--- config.mk ---
export PLATFORM = sky130hd
export DESIGN_NAME = dual_synth_core
export DESIGN_NICKNAME = d
export VERILOG_FILES = /design/src/rtl/ds_pkg.sv /design/src/rtl/ds_divider.sv /design/src/rtl/ds_pfd.sv /design/src/rtl/dual_synth_core.sv
export SDC_FILE = /design/constraint.sdc
export NUM_CORES = 1
export LEC_CHECK = 0
export BUFFER_PORTS_ARGS = -buffer_cell sky130_fd_sc_hd__buf_2
export CAP_MARGIN = 20
export CORE_AREA = 10 10 116 197
export CTS_CLUSTER_DIAMETER = 60
export DETAILED_ROUTE_END_ITERATION = 6
export DIE_AREA = 0 0 126 207
export MAX_ROUTING_LAYER = met4
export SKIP_CTS_REPAIR_TIMING = 1
export SLEW_MARGIN = 20
export SYNTH_ARGS = -nofsm -noshare
export SYNTH_HDL_FRONTEND = slang
export SYNTH_HIERARCHICAL = 1
export SYNTH_SLANG_ARGS = --single-unit
export TNS_END_PERCENT = 50
--- constraint.sdc ---
create_clock -name clk_i -period 9.2 [get_ports clk_i]
set_clock_uncertainty 0.1 [all_clocks]
set_input_delay 1.84 -clock clk_i [delete_from_list [all_inputs] [get_ports clk_i]]
set_output_delay 1.84 -clock clk_i [all_outputs]
set_load 0.03 [all_outputs]
--- src/rtl/ds_pkg.sv ---
package ds_pkg;
  localparam int REF_W_DEF    = 12;
  localparam int FB_W_DEF     = 14;
  localparam int DIV_MIN_DEF  = 5;
  localparam int LOCK_TH_DEF  = 4;
  localparam int LOCK_CNT_DEF = 8;
  localparam int NUM_LOOPS    = 2;
  localparam int LOOP_TX      = 0;
  localparam int LOOP_RX      = 1;

  typedef struct packed {
    logic up;
    logic dn;
    logic cp_hi;
    logic lock;
  } loop_out_t;
endpackage

--- src/rtl/ds_divider.sv ---
module ds_divider #(
  parameter int W   = 12,
  parameter int MIN = 5
) (
  input  logic         clk_i,
  input  logic         rst_ni,
  input  logic         en_i,
  input  logic         tick_i,
  input  logic [W-1:0] div_i,
  output logic         tc_o
);
  localparam logic [W-1:0] MinVal = W'(MIN);

  logic [W-1:0] cnt_q, div_q, div_eff;
  logic         tc_q;

  assign div_eff = (div_i < MinVal) ? MinVal : div_i;

  // active value reloads only at terminal count: no runt periods
  always_ff @(posedge clk_i or negedge rst_ni) begin
    if (!rst_ni) begin
      cnt_q <= '0;
      div_q <= MinVal;
      tc_q  <= 1'b0;
    end else if (!en_i) begin
      cnt_q <= '0;
      div_q <= div_eff;
      tc_q  <= 1'b0;
    end else begin
      tc_q <= 1'b0;
      if (tick_i) begin
        if (cnt_q == div_q - W'(1)) begin
          cnt_q <= '0;
          div_q <= div_eff;
          tc_q  <= 1'b1;
        end else begin
          cnt_q <= cnt_q + W'(1);
        end
      end
    end
  end

  assign tc_o = tc_q;
endmodule

--- src/rtl/ds_pfd.sv ---
module ds_pfd #(
  parameter int LOCK_TH  = 4,
  parameter int LOCK_CNT = 8
) (
  input  logic clk_i,
  input  logic rst_ni,
  input  logic en_i,
  input  logic ref_i,
  input  logic fb_i,
  output logic up_o,
  output logic dn_o,
  output logic lock_o
);
  localparam int WC_W = $clog2(LOCK_TH + 1);
  localparam int GC_W = $clog2(LOCK_CNT + 1);
  localparam logic [WC_W:0]   ThExt  = (WC_W+1)'(LOCK_TH);
  localparam logic [WC_W-1:0] ThSat  = WC_W'(LOCK_TH);
  localparam logic [GC_W-1:0] CntTop = GC_W'(LOCK_CNT - 1);

  logic            up_q, dn_q, lock_q;
  logic            up_n, dn_n, clr, act, good, bad;
  logic [WC_W-1:0] wcnt_q;
  logic [WC_W:0]   width_now;
  logic [GC_W-1:0] gcnt_q;

  assign up_n      = up_q | ref_i;
  assign dn_n      = dn_q | fb_i;
  assign clr       = up_n & dn_n;
  assign act       = up_q | dn_q;
  assign width_now = {1'b0, wcnt_q} + {{WC_W{1'b0}}, act};
  assign good      = clr && (width_now < ThExt);
  // long or never-ending error pulses count against lock
  assign bad       = act && (width_now >= ThExt);

  always_ff @(posedge clk_i or negedge rst_ni) begin
    if (!rst_ni) begin
      up_q   <= 1'b0;
      dn_q   <= 1'b0;
      wcnt_q <= '0;
      gcnt_q <= '0;
      lock_q <= 1'b0;
    end else if (!en_i) begin
      up_q   <= 1'b0;
      dn_q   <= 1'b0;
      wcnt_q <= '0;
      gcnt_q <= '0;
      lock_q <= 1'b0;
    end else begin
      up_q <= up_n & ~clr;
      dn_q <= dn_n & ~clr;
      if (clr || !act)        wcnt_q <= '0;
      else if (wcnt_q != ThSat) wcnt_q <= wcnt_q + WC_W'(1);
      if (bad) begin
        gcnt_q <= '0;
        lock_q <= 1'b0;
      end else if (good) begin
        if (gcnt_q == CntTop) lock_q <= 1'b1;
        if (gcnt_q != CntTop + GC_W'(1)) gcnt_q <= gcnt_q + GC_W'(1);
      end
    end
  end

  assign up_o   = up_q;
  assign dn_o   = dn_q;
  assign lock_o = lock_q;
endmodule

--- src/rtl/dual_synth_core.sv ---
module dual_synth_core import ds_pkg::*; #(
  parameter int REF_W    = REF_W_DEF,
  parameter int FB_W     = FB_W_DEF,
  parameter int DIV_MIN  = DIV_MIN_DEF,
  parameter int LOCK_TH  = LOCK_TH_DEF,
  parameter int LOCK_CNT = LOCK_CNT_DEF
) (
  input  logic             clk_i,
  input  logic             rst_ni,
  input  logic             ref_tick_i,
  input  logic [REF_W-1:0] ref_div_i,
  input  logic             tx_vco_tick_i,
  input  logic [FB_W-1:0]  tx_div_i,
  input  logic             tx_pd_i,
  input  logic             tx_cp_hi_i,
  input  logic             rx_vco_tick_i,
  input  logic [FB_W-1:0]  rx_div_i,
  input  logic             rx_pd_i,
  input  logic             rx_cp_hi_i,
  output logic             ref_pulse_o,
  output logic             tx_up_o,
  output logic             tx_dn_o,
  output logic             tx_cp_hi_o,
  output logic             tx_lock_o,
  output logic             rx_up_o,
  output logic             rx_dn_o,
  output logic             rx_cp_hi_o,
  output logic             rx_lock_o
);
  logic                 ref_tc;
  logic [NUM_LOOPS-1:0] vco_tick, pd, cp_req;
  logic [FB_W-1:0]      fb_div [NUM_LOOPS];
  loop_out_t            lo     [NUM_LOOPS];

  assign vco_tick[LOOP_TX] = tx_vco_tick_i;
  assign vco_tick[LOOP_RX] = rx_vco_tick_i;
  assign pd[LOOP_TX]       = tx_pd_i;
  assign pd[LOOP_RX]       = rx_pd_i;
  assign cp_req[LOOP_TX]   = tx_cp_hi_i;
  assign cp_req[LOOP_RX]   = rx_cp_hi_i;
  assign fb_div[LOOP_TX]   = tx_div_i;
  assign fb_div[LOOP_RX]   = rx_div_i;

  // shared comparison-rate divider, always running
  ds_divider #(.W(REF_W), .MIN(DIV_MIN)) u_ref_div (
    .clk_i  (clk_i),
    .rst_ni (rst_ni),
    .en_i   (1'b1),
    .tick_i (ref_tick_i),
    .div_i  (ref_div_i),
    .tc_o   (ref_tc)
  );

  for (genvar g = 0; g < NUM_LOOPS; g++) begin : g_loop
    logic fb_tc, cp_q;

    ds_divider #(.W(FB_W), .MIN(DIV_MIN)) u_fb_div (
      .clk_i  (clk_i),
      .rst_ni (rst_ni),
      .en_i   (~pd[g]),
      .tick_i (vco_tick[g]),
      .div_i  (fb_div[g]),
      .tc_o   (fb_tc)
    );

    ds_pfd #(.LOCK_TH(LOCK_TH), .LOCK_CNT(LOCK_CNT)) u_pfd (
      .clk_i  (clk_i),
      .rst_ni (rst_ni),
      .en_i   (~pd[g]),
      .ref_i  (ref_tc),
      .fb_i   (fb_tc),
      .up_o   (lo[g].up),
      .dn_o   (lo[g].dn),
      .lock_o (lo[g].lock)
    );

    always_ff @(posedge clk_i or negedge rst_ni) begin
      if (!rst_ni) cp_q <= 1'b0;
      else         cp_q <= cp_req[g] & ~pd[g];
    end
    assign lo[g].cp_hi = cp_q;
  end

  assign ref_pulse_o = ref_tc;
  assign tx_up_o     = lo[LOOP_TX].up;
  assign tx_dn_o     = lo[LOOP_TX].dn;
  assign tx_cp_hi_o  = lo[LOOP_TX].cp_hi;
  assign tx_lock_o   = lo[LOOP_TX].lock;
  assign rx_up_o     = lo[LOOP_RX].up;
  assign rx_dn_o     = lo[LOOP_RX].dn;
  assign rx_cp_hi_o  = lo[LOOP_RX].cp_hi;
  assign rx_lock_o   = lo[LOOP_RX].lock;
endmodule

== After elaboration in Yosys (flattened, before gate mapping) ==
Cells that the tools add are included.
Word-level totals
  bits in registers: 105
  input port bits: 49
  word-level logic and storage cells: 144
Operators by class
  add/subtract/negate cells: 12
  magnitude comparators: 7
  equality and inequality tests: 9
  multiplexer cells: 50
  bitwise gates (word level): 18
  reductions and logical operators: 27
Operators by type and width (count)
  14-bit two-way mux: 14
  4-bit two-way mux: 8
  14-bit by 1-bit adder with 14-bit output (second input constant): 2
  14-bit equality test: 2
  14-bit by 3-bit less-than comparator with 1-bit output (second input constant): 2
  14-bit by 1-bit subtractor with 14-bit output (second input constant): 2
  12-bit two-way mux: 2
  3-bit nonzero test: 8
  1-bit two-way mux: 20
  3-bit two-way mux: 6
  2-bit AND reduction: 7
  12-bit by 1-bit adder with 12-bit output (second input constant): 1
  12-bit equality test: 1
  12-bit by 3-bit less-than comparator with 1-bit output (second input constant): 1
  12-bit by 1-bit subtractor with 12-bit output (second input constant): 1
  3-bit by 1-bit adder with 4-bit output: 2
  4-bit by 1-bit adder with 4-bit output (second input constant): 2
  1-bit bitwise AND: 8
  4-bit by 3-bit equality test with 1-bit output (second input constant): 2
  4-bit by 3-bit greater-or-equal comparator with 1-bit output (second input constant): 2
  4-bit by 3-bit less-than comparator with 1-bit output (second input constant): 2
  4-bit != test (second input constant): 2
  2-bit nonzero test: 4
  3-bit by 1-bit adder with 3-bit output (second input constant): 2
  6 further kinds: 20

== Depth between registers and ports, before layout ==
Gate-level depths: netlist of run 1.
  word-level depth: 7
  mapped depth: 10
  depth with buffers taken out: 8

== Cells and area by module ==
The synthesis of run 1 kept the hierarchy.
By module, submodules not included
  ds_divider at g_loop[0].u_fb_div ...: instances 2, cells an instance 185, area each 1854.3 um2, seq. area each 728.2 um2
  ds_divider at u_ref_div: instances 1, cells an instance 195, area each 1838.0 um2, seq. area each 628.1 um2
  ds_pfd: instances 2, cells an instance 59, area each 559.3 um2, seq. area each 250.2 um2
  dual_synth_core: instances 1, cells an instance 7, area each 73.8 um2, seq. area each 50.0 um2

== Worst setup path before layout of run 1 ==
No wires, ideal clock.
  path kind: input port to flip-flop
  start: in tx_vco_tick_i
  end: reg g_loop[0].u_fb_div.div_q[10]
  arrival: 2.952 ns
  slack: 6.020 ns
  stages: 4
  buffers on the path: 1
  cells stage by stage: inv_1 > o41ai_4 > buf_6 > mux2_1
On the way
  cells in the longest elaborated chain, start to end: 2
Ends and longest elaborated chain
  start: declaration: line dual_synth_core.sv:12  | input logic tx_vco_tick_i,
  2-bit nonzero test (no line)
  2-bit AND reduction (no line)
  end signal: assignment: line ds_divider.sv:23  | div_q <= MinVal;
  end signal: assignment: line ds_divider.sv:27  | div_q <= div_eff;
  end signal: assignment: line ds_divider.sv:34  | div_q <= div_eff;
  end: declaration: line ds_divider.sv:14  | logic [W-1:0] cnt_q, div_q, div_eff;
No other way between the ends.
A chain may end at the register's enable or synchronous reset.

== Worst setup path in the final report of run 1 ==
  start: reg g_loop[1].u_fb_div.div_q[1]
  end: reg g_loop[1].u_fb_div.div_q[13]
On the way
  cells in the longest elaborated chain, start to end: 4
Ends and longest elaborated chain
  start: declaration: line ds_divider.sv:14
  start signal: assignment: line ds_divider.sv:23
  start signal: assignment: line ds_divider.sv:27
  start signal: assignment: line ds_divider.sv:34
  14-bit by 1-bit subtractor with 14-bit output: line ds_divider.sv:32  | if (cnt_q == div_q - W'(1)) begin
  14-bit equality test: line ds_divider.sv:32
  2-bit nonzero test (no line)
  2-bit AND reduction (no line)
No other way between the ends.

==> flow_metrics.env, run 1 <==
export IMPL_tightest_slew_ns=0.876
export IMPL_regToRegSetupSlack_ns=5.49
export IMPL_criticalPathCategory="flip-flop to flip-flop"
export IMPL_rows=68
export IMPL_max_freq_mhz=270
export IMPL_cpLargestDelayFamily="compound AO/OA/AOI/OAI gates"
export IMPL_hp_class="flip-flop to flip-flop"
export IMPL_grt_pass1_wl_um=26700
export IMPL_maxSlewViolCount=0
export IMPL_synth_ff_type="dfrtp_1"
export IMPL_whs_endpoint="g_loop[0].u_pfd/lock_o"
export IMPL_drc=0
export IMPL_antenna_found_initial=0
export IMPL_powerDensity_nw_per_um2=139
export IMPL_die_h_um=207
export IMPL_ys_seq_area_frac=0.391
export IMPL_grt_pass1_vias=5318
export IMPL_grtUsageTotal=0.125
export IMPL_worstPathRequired_ns=9.33
export IMPL_dpl_hpwl_um=12300
export IMPL_post_dp_cell_area_um2=7240
export IMPL_slowest_delay_ns=0.61
export IMPL_yosysMostFrequentCell="dfrtp_1"
export IMPL_io_buffers=57
export IMPL_worstPathMaxFanout=14
export IMPL_syn_inst=690
export IMPL_synth_top_cells_by_count="dfrtp_1, nor2_1, nand2_1"
export IMPL_clk_pin_slew_worst_paths_ns=0.08
export IMPL_synth_cell_types=78
export IMPL_outcome="finished, final reports clean"
export IMPL_start_kind="flip-flop"
export IMPL_initial_core_util=0.344
export IMPL_antenna_cells=0
export IMPL_synth_area_top_cells="dfrtp_1, xnor2_1, nor2_1"
export IMPL_final_setup_tns_ns=0
export IMPL_final_nets=803
export IMPL_cts_tree="done"
export IMPL_synth_area_um2=6740
export IMPL_rsz0062_at_grt="no"
export IMPL_r2r_start="g_loop[1].u_fb_div/div_q[1]"
export IMPL_min_path_cells=2
export IMPL_grt_overflow_total=0
export IMPL_rr_worst_depth=9
export IMPL_io_pins=58
export IMPL_period_share=0.403
export IMPL_core_um2=19600
export IMPL_design_area_um2=7530
export IMPL_dr_pass1_iters=4
export IMPL_fin_crit_ns=3.71
export IMPL_rr_endpoint="g_loop[1].u_fb_div/div_q[13]"
export IMPL_path_cells="inv_1 -> ha_1 -> nor3b_2 -> and4_1 -> o21ai_0 -> a2111o_1 -> o41ai_4 -> buf_4 -> mux2_2"
export IMPL_synth_top_area_share=0.368
export IMPL_min_delay_start="g_loop[0].u_pfd/lock_o"
export IMPL_ys_ff_latch=105
export IMPL_leakage_nw=3.09
export IMPL_async_flop_share=1.00
export IMPL_critPathBufInv=2
export IMPL_register_area_um2=2640
export IMPL_hold_violations=0
export IMPL_clkLatencyLatePin_ns=0.35
export IMPL_gp_congestion=0.862
export IMPL_num_fill_cells=1976
export IMPL_finalSetupViolations=0
export IMPL_dieArea_um2=26100
export IMPL_die_x_um=126
export IMPL_ant_nets=0
export IMPL_wl_per_cell_um=16.3
export IMPL_startpoint="g_loop[1].u_fb_div/div_q[1]"
export IMPL_area_delta_synth_final_pct=11.7
export IMPL_vias_per_cell=5.32
export IMPL_syn_nets=753
export IMPL_drt_initial_drc_count=318
export IMPL_vias=5266
export IMPL_yosysWarnings=6
export IMPL_avgSynthCellArea_um2=9.77
export IMPL_cts_made_buffers=9
export IMPL_multi_input_area_um2=3860
export IMPL_cpMaxStageDelayCell="o41ai_4"
export IMPL_cap_viol_max_count=0
export IMPL_slew_headroom=0.416
export IMPL_grt_max_degree=69
export IMPL_synth_edf_count=0
export IMPL_htreeDepth=3
export IMPL_crit_arrival_ns=3.84
export IMPL_endpoint_kind="flip-flop"
export IMPL_wirelength_um=16100
export IMPL_cts_sinks=105
export IMPL_clockBufferDepth=2
export IMPL_max_vdd_ir_drop_uv=107
export IMPL_cts_root_buffer="clkbuf_16"
export IMPL_layout_drive_gt1_share=0.185
export IMPL_yosysTopAreaCell="dfrtp_1"
[worst register-to-register path: stages, from the launching register on]
cell and delay [ns]:
dfrtp_1 0.43, inv_1 0.10, ha_1 0.25, nor3b_2 0.53, and4_1 0.25, o21ai_0 0.09
a2111o_1 0.51, o41ai_4 0.61, buf_4 0.35, mux2_2 0.37
[routing by layer]
metal  part of all wire  wire length, µm  GRT usage  up-vias
li1                   -                -          -     2610
met1               0.39             6340      0.123     2589
met2               0.57             9170      0.242       55
met3              0.021              339     0.0158       12
met4              0.017              267     0.0425        0
met5                  0                0          -        -
[state kept, by name, summed over array words and instances, names as in the netlist]
signal                 cells
g_loop.u_pfd/up_o          2
g_loop.u_pfd/gcnt_q        8
g_loop.u_pfd/lock_o        2
g_loop.u_fb_div/cnt_q     28
u_ref_div/div_q           12
tx_cp_hi_o                 1
g_loop.u_fb_div/div_q     28
rx_cp_hi_o                 1
g_loop.u_fb_div/tc_o       2
g_loop.u_pfd/dn_o          2
g_loop.u_pfd/wcnt_q        6
u_ref_div/cnt_q           12
u_ref_div/tc_o             1
[logic make-up after synthesis]
| kind of cell | after synthesis | synth area share |
|---|---|---|
| AO/OA/AOI/OAI | 98 | 0.122 |
| XOR/XNOR | 72 | 0.0980 |
| adder cells (fa/ha/maj) | 14 | 0.0260 |
| buffers and inverters | 54 | 0.0358 |
| flip-flops | 105 | 0.391 |
| multiplexers | 51 | 0.0852 |
| other | 1 | 0.000556 |
| AND/OR/NAND/NOR | 295 | 0.242 |
[per-stage QoR]
stage | utilization | setup slack [ns] | hold slack [ns] | power (mW) | instances
floorplan | - | 6.02 | 0.393 | 0.625 | 690
global placement | 0.370 | 5.51 | 0.380 | 0.675 | 974
detailed placement | 0.370 | 5.49 | 0.391 | 0.678 | 974
CTS | 0.385 | 5.51 | 0.414 | 1.07 | 990
global route | 0.385 | 5.27 | 0.445 | 1.11 | 990
finish | 0.385 | 5.49 | 0.404 | 1.05 | 990
[report_power, final]
| group | leakage (nW) | internal [mW] | total (mW) | switching, mW |
|---|---|---|---|---|
| Clock | 0.133 | 0.195 | 0.381 | 0.186 |
| Combinational | 1.60 | 0.0687 | 0.148 | 0.0791 |
| Sequential | 1.36 | 0.484 | 0.520 | 0.0363 |
[cell type report]
| type | count | area share |
|---|---|---|
| clock buffer | 10 | 0.0317 |
| timing repair buffer | 60 | 0.0412 |
| inverter | 33 | 0.0165 |
| tap | 245 | 0.0407 |
| clock inverter | 6 | 0.00681 |
| multi-input combinational | 531 | 0.513 |
| sequential | 105 | 0.350 |
[worst max path at each step]
| stage | end | slack [ns] | cells after the start |
|---|---|---|---|
| 2_1_floorplan | g_loop[0].u_fb_div/div_q[10] | 6.02 | 4 |
| 3_3_place_gp | g_loop[1].u_fb_div/div_q[7] | 5.51 | 5 |
| 3_5_place_dp | g_loop[1].u_fb_div/div_q[13] | 5.49 | 5 |
| 4_1_cts | g_loop[1].u_fb_div/div_q[13] | 5.51 | 9 |
| 5_1_grt | g_loop[1].u_fb_div/div_q[4] | 5.27 | 9 |
| 6_report | g_loop[1].u_fb_div/div_q[13] | 5.49 | 9 |
[cells in the final DEF, fill, tap and decap left out, types with 14 or more instances in the layout]
cell type / instances
nand2b_1: 18
nor2_1: 78
ha_1: 14
nor3_1: 26
xnor2_1: 41
nand2_1: 48
nand3_1: 19
mux2_2: 19
dfrtp_1: 99
mux2i_1: 15
buf_2: 56
nand4_1: 21
inv_1: 32
xor2_1: 29
No activity file was read; power rests on OpenSTA's default activity.
==> run 2: changes to the inputs <==
==> constraint.sdc (replaced) <==
create_clock -name clk_i -period 3.1 [get_ports clk_i]
set_clock_uncertainty 0.1 [all_clocks]
set_input_delay 0.62 -clock clk_i [delete_from_list [all_inputs] [get_ports clk_i]]
set_output_delay 0.62 -clock clk_i [all_outputs]
set_load 0.03 [all_outputs]
==> run 2 against run 1 <==
Against the previous run:
- cell area is 5.8% higher
- combinational power grew to 3.6 times the previous value
- power grew to 3.1 times the previous value
- setup slack worse by 5.4 ns
- global-route usage is 0.49 points higher
- sequential cell count stayed put
- critical path type unchanged
- register-to-register slack worse by 5.4 ns
- wire length is 4.8% higher
- first-iteration DRC count is 18% lower
- hold slack worse by 0.24 ns
==> flow_metrics.env, run 2 (synthesis results as in run 1) <==
export IMPL_outcome="finished, final reports clean"
export IMPL_grt_max_degree=46
export IMPL_rr_endpoint="g_loop[1].u_fb_div/div_q[7]"
export IMPL_hp_class="input port to asynchronous set/reset pin"
export IMPL_max_vdd_ir_drop_uv=225
export IMPL_final_common_cell="dfrtp_1"
export IMPL_cpLargestDelayFamily="simple AND/OR/NAND/NOR gates"
export IMPL_fin_crit_ns=3.05
export IMPL_leakage_nw=3.30
export IMPL_start_kind="flip-flop"
export IMPL_grt_pass1_wl_um=27700
export IMPL_die_h_um=207
export IMPL_slowest_delay_ns=0.43
export IMPL_finalSetupViolations=0
export IMPL_path_cells="inv_1 -> ha_1 -> or3b_4 -> buf_4 -> nor3_2 -> nor4bb_4 -> nor3_2 -> o41ai_4 -> buf_4 -> clkbuf_16 -> mux2_2"
export IMPL_seqPwrFrac=0.475
export IMPL_cts_sinks=105
export IMPL_endpoint_kind="flip-flop"
export IMPL_final_setup_tns_ns=0
export IMPL_io_buffers=57
export IMPL_p_sw_frac=0.280
export IMPL_stdcell_count=1023
export IMPL_initial_core_util=0.344
export IMPL_design_area_um2=7970
export IMPL_p_int_mw=2.32
export IMPL_cts_root_buffer="clkbuf_16"
export IMPL_htreeDepth=3
export IMPL_rows=68
export IMPL_clkPwrFrac=0.359
export IMPL_cts_tree="done"
export IMPL_io_pins=58
export IMPL_core_um2=19600
export IMPL_grt_overflow_total=0
export IMPL_wl_per_cell_um=16.5
export IMPL_reg_top3="g_loop.u_fb_div/cnt_q (28), g_loop.u_fb_div/div_q (28)"
export IMPL_clkLatencyLatePin_ns=0.35
export IMPL_crit_arrival_ns=3.20
export IMPL_worstPathMaxFanout=8
export IMPL_grt_pass1_vias=5604
export IMPL_rr_worst_depth=11
export IMPL_p_sw_mw=0.904
export IMPL_worstPathRequired_ns=3.25
export IMPL_hold_violations=0
export IMPL_drc=0
export IMPL_grtUsageTotal=0.130
export IMPL_slew_headroom=0.432
export IMPL_antenna_found_initial=0
export IMPL_dr_pass1_iters=4
export IMPL_die_x_um=126
export IMPL_criticalPathCategory="flip-flop to flip-flop"
export IMPL_wirelength_um=16900
export IMPL_tightest_slew_ns=0.844
export IMPL_final_nets=837
export IMPL_regToRegSetupSlack_ns=0.05
export IMPL_post_dp_cell_area_um2=7450
export IMPL_antenna_cells=0
export IMPL_r2r_start="g_loop[1].u_fb_div/div_q[0]"
export IMPL_num_fill_cells=1965
export IMPL_drt_initial_drc_count=261
export IMPL_place_inst=996
export IMPL_layout_common_cells="dfrtp_1, nor2_1, buf_2"
export IMPL_cpMaxStageDelayCell="or3b_4"
export IMPL_vias_per_cell=5.31
export IMPL_powerDensity_nw_per_um2=405
export IMPL_period_share=0.985
export IMPL_area_delta_synth_final_pct=18.2
export IMPL_ant_nets=0
export IMPL_cts_made_buffers=9
export IMPL_critPathBufInv=4
export IMPL_dpl_hpwl_um=12600
export IMPL_vias=5430
export IMPL_max_freq_mhz=328
export IMPL_gp_congestion=0.845
export IMPL_power_frac_comb=0.166
export IMPL_clockBufferDepth=2
export IMPL_clk_pin_slew_worst_paths_ns=0.08
export IMPL_dieArea_um2=26100
export IMPL_maxSlewViolCount=0
export IMPL_cap_viol_max_count=0
export IMPL_fin_hold_ws_ns=0.163
export IMPL_layout_drive_gt1_share=0.234
-- run 2: cell types whose count changed in the layout (fill, tap and decap cells not counted), sizes merged --
| cell | delta |
|---|---|
| clkinv | +1 |
| bufinv | +1 |
| buf | +33 |
| clkbuf | +2 |
| inv | -2 |
| clkinvlp | -2 |
-- run 2: final cells by class --
| cell class | instances | area [µm²] | share of cell area |
|---|---|---|---|
| Clock buffer | 11 | 233 | 0.0292 |
| Clock inverter | 4 | 55.1 | 0.00691 |
| Inverter | 33 | 124 | 0.0156 |
| Multi-Input combinational cell | 531 | 3980 | 0.499 |
| Sequential cell | 105 | 2640 | 0.331 |
| Tap cell | 245 | 307 | 0.0385 |
| Timing Repair Buffer | 94 | 637 | 0.0800 |
-- run 2: per-layer routing --
metal,part of all wire,up-vias,GRT usage
met5,0,-,-
met4,0.036,0,0.0661
met3,0.026,36,0.0212
met2,0.55,75,0.243
met1,0.38,2638,0.124
li1,-,2681,-
-- run 2: how the worst max path moves through the flow --
| stage | depth (start not counted) | endpoint | start | slack [ns] |
|---|---|---|---|---|
| after floorplan | 9 | g_loop[0].u_fb_div/div_q[10] | g_loop[0].u_fb_div/div_q[1] | 0.09 |
| after global placement | 9 | g_loop[0].u_fb_div/div_q[12] | g_loop[0].u_fb_div/div_q[0] | 0.07 |
| after detailed placement | 8 | g_loop[0].u_fb_div/div_q[11] | g_loop[0].u_fb_div/div_q[1] | 0.008 |
| after CTS | 8 | g_loop[0].u_fb_div/div_q[11] | g_loop[0].u_fb_div/div_q[1] | -0.02 |
| after global routing | 11 | g_loop[1].u_fb_div/div_q[7] | g_loop[1].u_fb_div/div_q[0] | -0.10 |
| final | 11 | g_loop[1].u_fb_div/div_q[7] | g_loop[1].u_fb_div/div_q[0] | 0.05 |
-- run 2: power by group through the flow --
stage | logic, mW | clock network (mW) | registers [mW]
final | 0.535 | 1.16 | 1.53
after global routing | 0.593 | 1.24 | 1.54
after CTS | 0.503 | 1.20 | 1.53
after detailed placement | 0.501 | 0 | 1.56
after global placement | 0.493 | 0 | 1.55
after floorplan | 0.329 | 0 | 1.53
-- run 2: worst register-to-register path, stage by stage (launching register included) --
cell and delay (ns):
dfstp_2 0.38, inv_1 0.07, ha_1 0.20, or3b_4 0.43, buf_4 0.15, nor3_2 0.20
nor4bb_4 0.25, nor3_2 0.12, o41ai_4 0.36, buf_4 0.20, clkbuf_16 0.16, mux2_2 0.33
-- run 2: through the flow --
stage,worst slack [ns],utilization,total power [mW]
global placement,0.0663,0.381,2.05
CTS,-0.0184,0.396,3.23
floorplan,0.0939,-,1.86
detailed placement,0.00762,0.381,2.06
global route,-0.102,0.407,3.38
finish,0.0476,0.407,3.22
==> run 3: changes to the inputs <==
--- a/config.mk
+++ b/config.mk
@@ -5,12 +5,13 @@
 export SDC_FILE = /design/constraint.sdc
 export NUM_CORES = 1
 export LEC_CHECK = 0
+export ABC_AREA = 1
 export BUFFER_PORTS_ARGS = -buffer_cell sky130_fd_sc_hd__buf_2
 export CAP_MARGIN = 20
-export CORE_AREA = 10 10 116 197
+export CORE_AREA = 10 10 121 205
 export CTS_CLUSTER_DIAMETER = 60
 export DETAILED_ROUTE_END_ITERATION = 6
-export DIE_AREA = 0 0 126 207
+export DIE_AREA = 0 0 131 215
 export MAX_ROUTING_LAYER = met4
 export SKIP_CTS_REPAIR_TIMING = 1
 export SLEW_MARGIN = 20
==> run 3 against run 2 <==
Against the previous run:
- non-clock buffer count is 34 lower
- clock power rose by 9%
- cell area grew 3.2%
- power rose by 8.3%
- setup slack better by 0.51 ns
- critical path depth rose by 3
- area after synthesis up 8.9%
- first-iteration DRC count rose by 30%
- critical path type unchanged
==> flow_metrics.env, run 3 <==
export IMPL_grtUsageTotal=0.136
export IMPL_p_int_mw=2.41
export IMPL_slew_headroom=0.593
export IMPL_io_buffers=57
export IMPL_seqPwrFrac=0.448
export IMPL_async_flop_share=1.00
export IMPL_cts_made_buffers=9
export IMPL_drc=0
export IMPL_synth_edf_count=0
export IMPL_cts_root_buffer="clkbuf_16"
export IMPL_rsz0062_at_grt="no"
export IMPL_ys_seq_area_frac=0.359
export IMPL_clockBufferDepth=2
export IMPL_grt_max_degree=63
export IMPL_crit_top_cell="nand2_1"
export IMPL_p_sw_mw=1.09
export IMPL_criticalPathCategory="flip-flop to flip-flop"
export IMPL_area_delta_synth_final_pct=12.0
export IMPL_synth_area_um2=7340
export IMPL_hp_class="input port to asynchronous set/reset pin"
export IMPL_dpl_hpwl_um=14000
export IMPL_antenna_cells=0
export IMPL_maxSlewViolCount=0
export IMPL_cpLargestDelayFamily="simple AND/OR/NAND/NOR gates"
export IMPL_dr_pass1_iters=4
export IMPL_ys_ff_latch=105
export IMPL_ant_nets=0
export IMPL_fin_hold_ws_ns=0.165
export IMPL_htreeDepth=3
export IMPL_hold_violations=0
export IMPL_outcome="finished, final reports clean"
export IMPL_grt_pass1_vias=6639
export IMPL_vias=6564
export IMPL_core_um2=21400
export IMPL_synth_top_cells_by_count="nand2_1, inv_1, nand3_1"
export IMPL_cap_viol_max_count=0
export IMPL_max_vdd_ir_drop_uv=268
export IMPL_final_nets=1161
export IMPL_reg_top3="g_loop.u_fb_div/cnt_q (28), g_loop.u_fb_div/div_q (28)"
export IMPL_clkLatencyLatePin_ns=0.36
export IMPL_layout_drive_gt1_share=0.143
export IMPL_max_freq_mhz=394
export IMPL_finalSetupViolations=0
export IMPL_num_fill_cells=2237
export IMPL_syn_inst=1043
export IMPL_rows=71
export IMPL_final_common_cell="nand2_1"
export IMPL_die_x_um=131
export IMPL_tightest_slew_ns=0.611
export IMPL_slowest_delay_ns=0.55
export IMPL_clk_pin_slew_worst_paths_ns=0.08
export IMPL_avgSynthCellArea_um2=7.03
export IMPL_final_setup_tns_ns=0
export IMPL_cts_tree="done"
export IMPL_yosysWarnings=6
export IMPL_leakage_nw=4.10
export IMPL_clkPwrFrac=0.362
export IMPL_path_cells="inv_2 -> ha_1 -> inv_1 -> nand2_1 -> nand2_1 -> nor2_1 -> nand2_1 -> nor2_1 -> nand2_1 -> nor2_1 -> nand4_2 -> nand2_4 -> nand2_4 -> and2_1"
export IMPL_layout_common_cells="nand2_1, inv_1, nand3_1"
export IMPL_powerDensity_nw_per_um2=425
export IMPL_cpMaxStageDelayCell="dfstp_2"
export IMPL_grt_overflow_total=0
export IMPL_wirelength_um=17800
export IMPL_power_frac_comb=0.191
export IMPL_die_h_um=215
export IMPL_endpoint_kind="flip-flop"
export IMPL_yosysMostFrequentCell="nand2_1"
export IMPL_antenna_found_initial=0
export IMPL_worstPathRequired_ns=3.26
export IMPL_vias_per_cell=4.71
export IMPL_synth_top_area_share=0.338
export IMPL_p_sw_frac=0.311
export IMPL_synth_cell_types=43
export IMPL_synth_ff_type="dfrtp_1"
export IMPL_critPathBufInv=2
export IMPL_worstPathMaxFanout=26
export IMPL_synth_area_top_cells="dfrtp_1, nand2_1, nand3_1"
export IMPL_crit_arrival_ns=2.70
export IMPL_start_kind="flip-flop"
export IMPL_fin_crit_ns=2.54
export IMPL_drt_initial_drc_count=338
export IMPL_io_pins=58
export IMPL_initial_core_util=0.343
export IMPL_wl_per_cell_um=12.7
export IMPL_grt_pass1_wl_um=30500
export IMPL_dieArea_um2=28200
export IMPL_yosysTopAreaCell="dfrtp_1"
export IMPL_gp_congestion=0.864
export IMPL_period_share=0.819
export IMPL_cts_sinks=105
-- run 3: cell count changes in the layout (fill, tap and decap cells not counted), sizes merged, moves of 33 or more --
cell and delta:
mux2 -36, nand2 +303, nor2 +56, buf -33
nand3 +93, inv +87
-- run 3: through the flow --
stage	std cells	instance area, µm²	total power, mW	setup WS (ns)	util
finish	1395	8220	3.49	0.561	0.384
global route	1395	8220	3.71	0.356	0.384
CTS	1395	8220	3.55	0.499	0.384
detailed placement	1379	7900	2.26	0.516	0.369
global placement	1379	7900	2.25	0.564	0.369
floorplan	1048	7350	2.08	0.988	-
-- run 3: layout make-up --
type	instances	area, µm²	share of cell area
Clock inverter	6	91.3	0.0111
Multi-Input combinational cell	803	4130	0.502
Sequential cell	105	2640	0.321
Inverter	119	447	0.0544
Tap cell	292	365	0.0445
Timing Repair Buffer	60	323	0.0393
Clock buffer	10	229	0.0279
-- run 3: cells by family (layout without fill, tap and decap cells) --
kind of cell / after synthesis / in the layout / synth area share
other cells: 1 / 6 / 0.000511
fa+ha+maj: 14 / 14 / 0.0239
flops: 105 / 105 / 0.359
buf+inv: 140 / 195 / 0.0807
compound gates: 58 / 58 / 0.0449
simple gates: 669 / 669 / 0.424
xor+xnor: 56 / 56 / 0.0669
-- run 3: power by group through the flow --
stage / Clock (mW) / Sequential, mW / Combinational, mW
finish: 1.26 / 1.56 / 0.666
CTS: 1.31 / 1.56 / 0.676
global placement: 0 / 1.59 / 0.665
global route: 1.35 / 1.58 / 0.784
floorplan: 0 / 1.56 / 0.520
detailed placement: 0 / 1.59 / 0.673
-- run 3: path summary, 6_finish.rpt --
check	end	slack (ns)	start	depth (start not counted)
setup / recovery	g_loop[1].u_fb_div/cnt_q[13]	0.56	g_loop[1].u_fb_div/div_q[0]	14
hold / removal	g_loop[0].u_fb_div/div_q[13]	0.17	rst_ni	1
setup reg to reg	g_loop[1].u_fb_div/cnt_q[13]	0.56	g_loop[1].u_fb_div/div_q[0]	14
hold reg to reg	g_loop[0].u_pfd/up_o	0.36	g_loop[0].u_fb_div/tc_o	1
max in group asynchronous	u_ref_div/div_q[0]	1.95	rst_ni	2
min in group clk_i	rx_cp_hi_o	0.32	rx_pd_i	2
-- run 3: routing by layer --
metal / wire, µm / global-route usage / vias to the layer above / part of all wire
met2: 10000 / 0.259 / 88 / 0.56
met4: 600 / 0.0640 / 0 / 0.034
met5: 0 / - / - / 0
met3: 441 / 0.0175 / 38 / 0.025
met1: 6680 / 0.129 / 3030 / 0.38
li1: - / - / 3408 / -
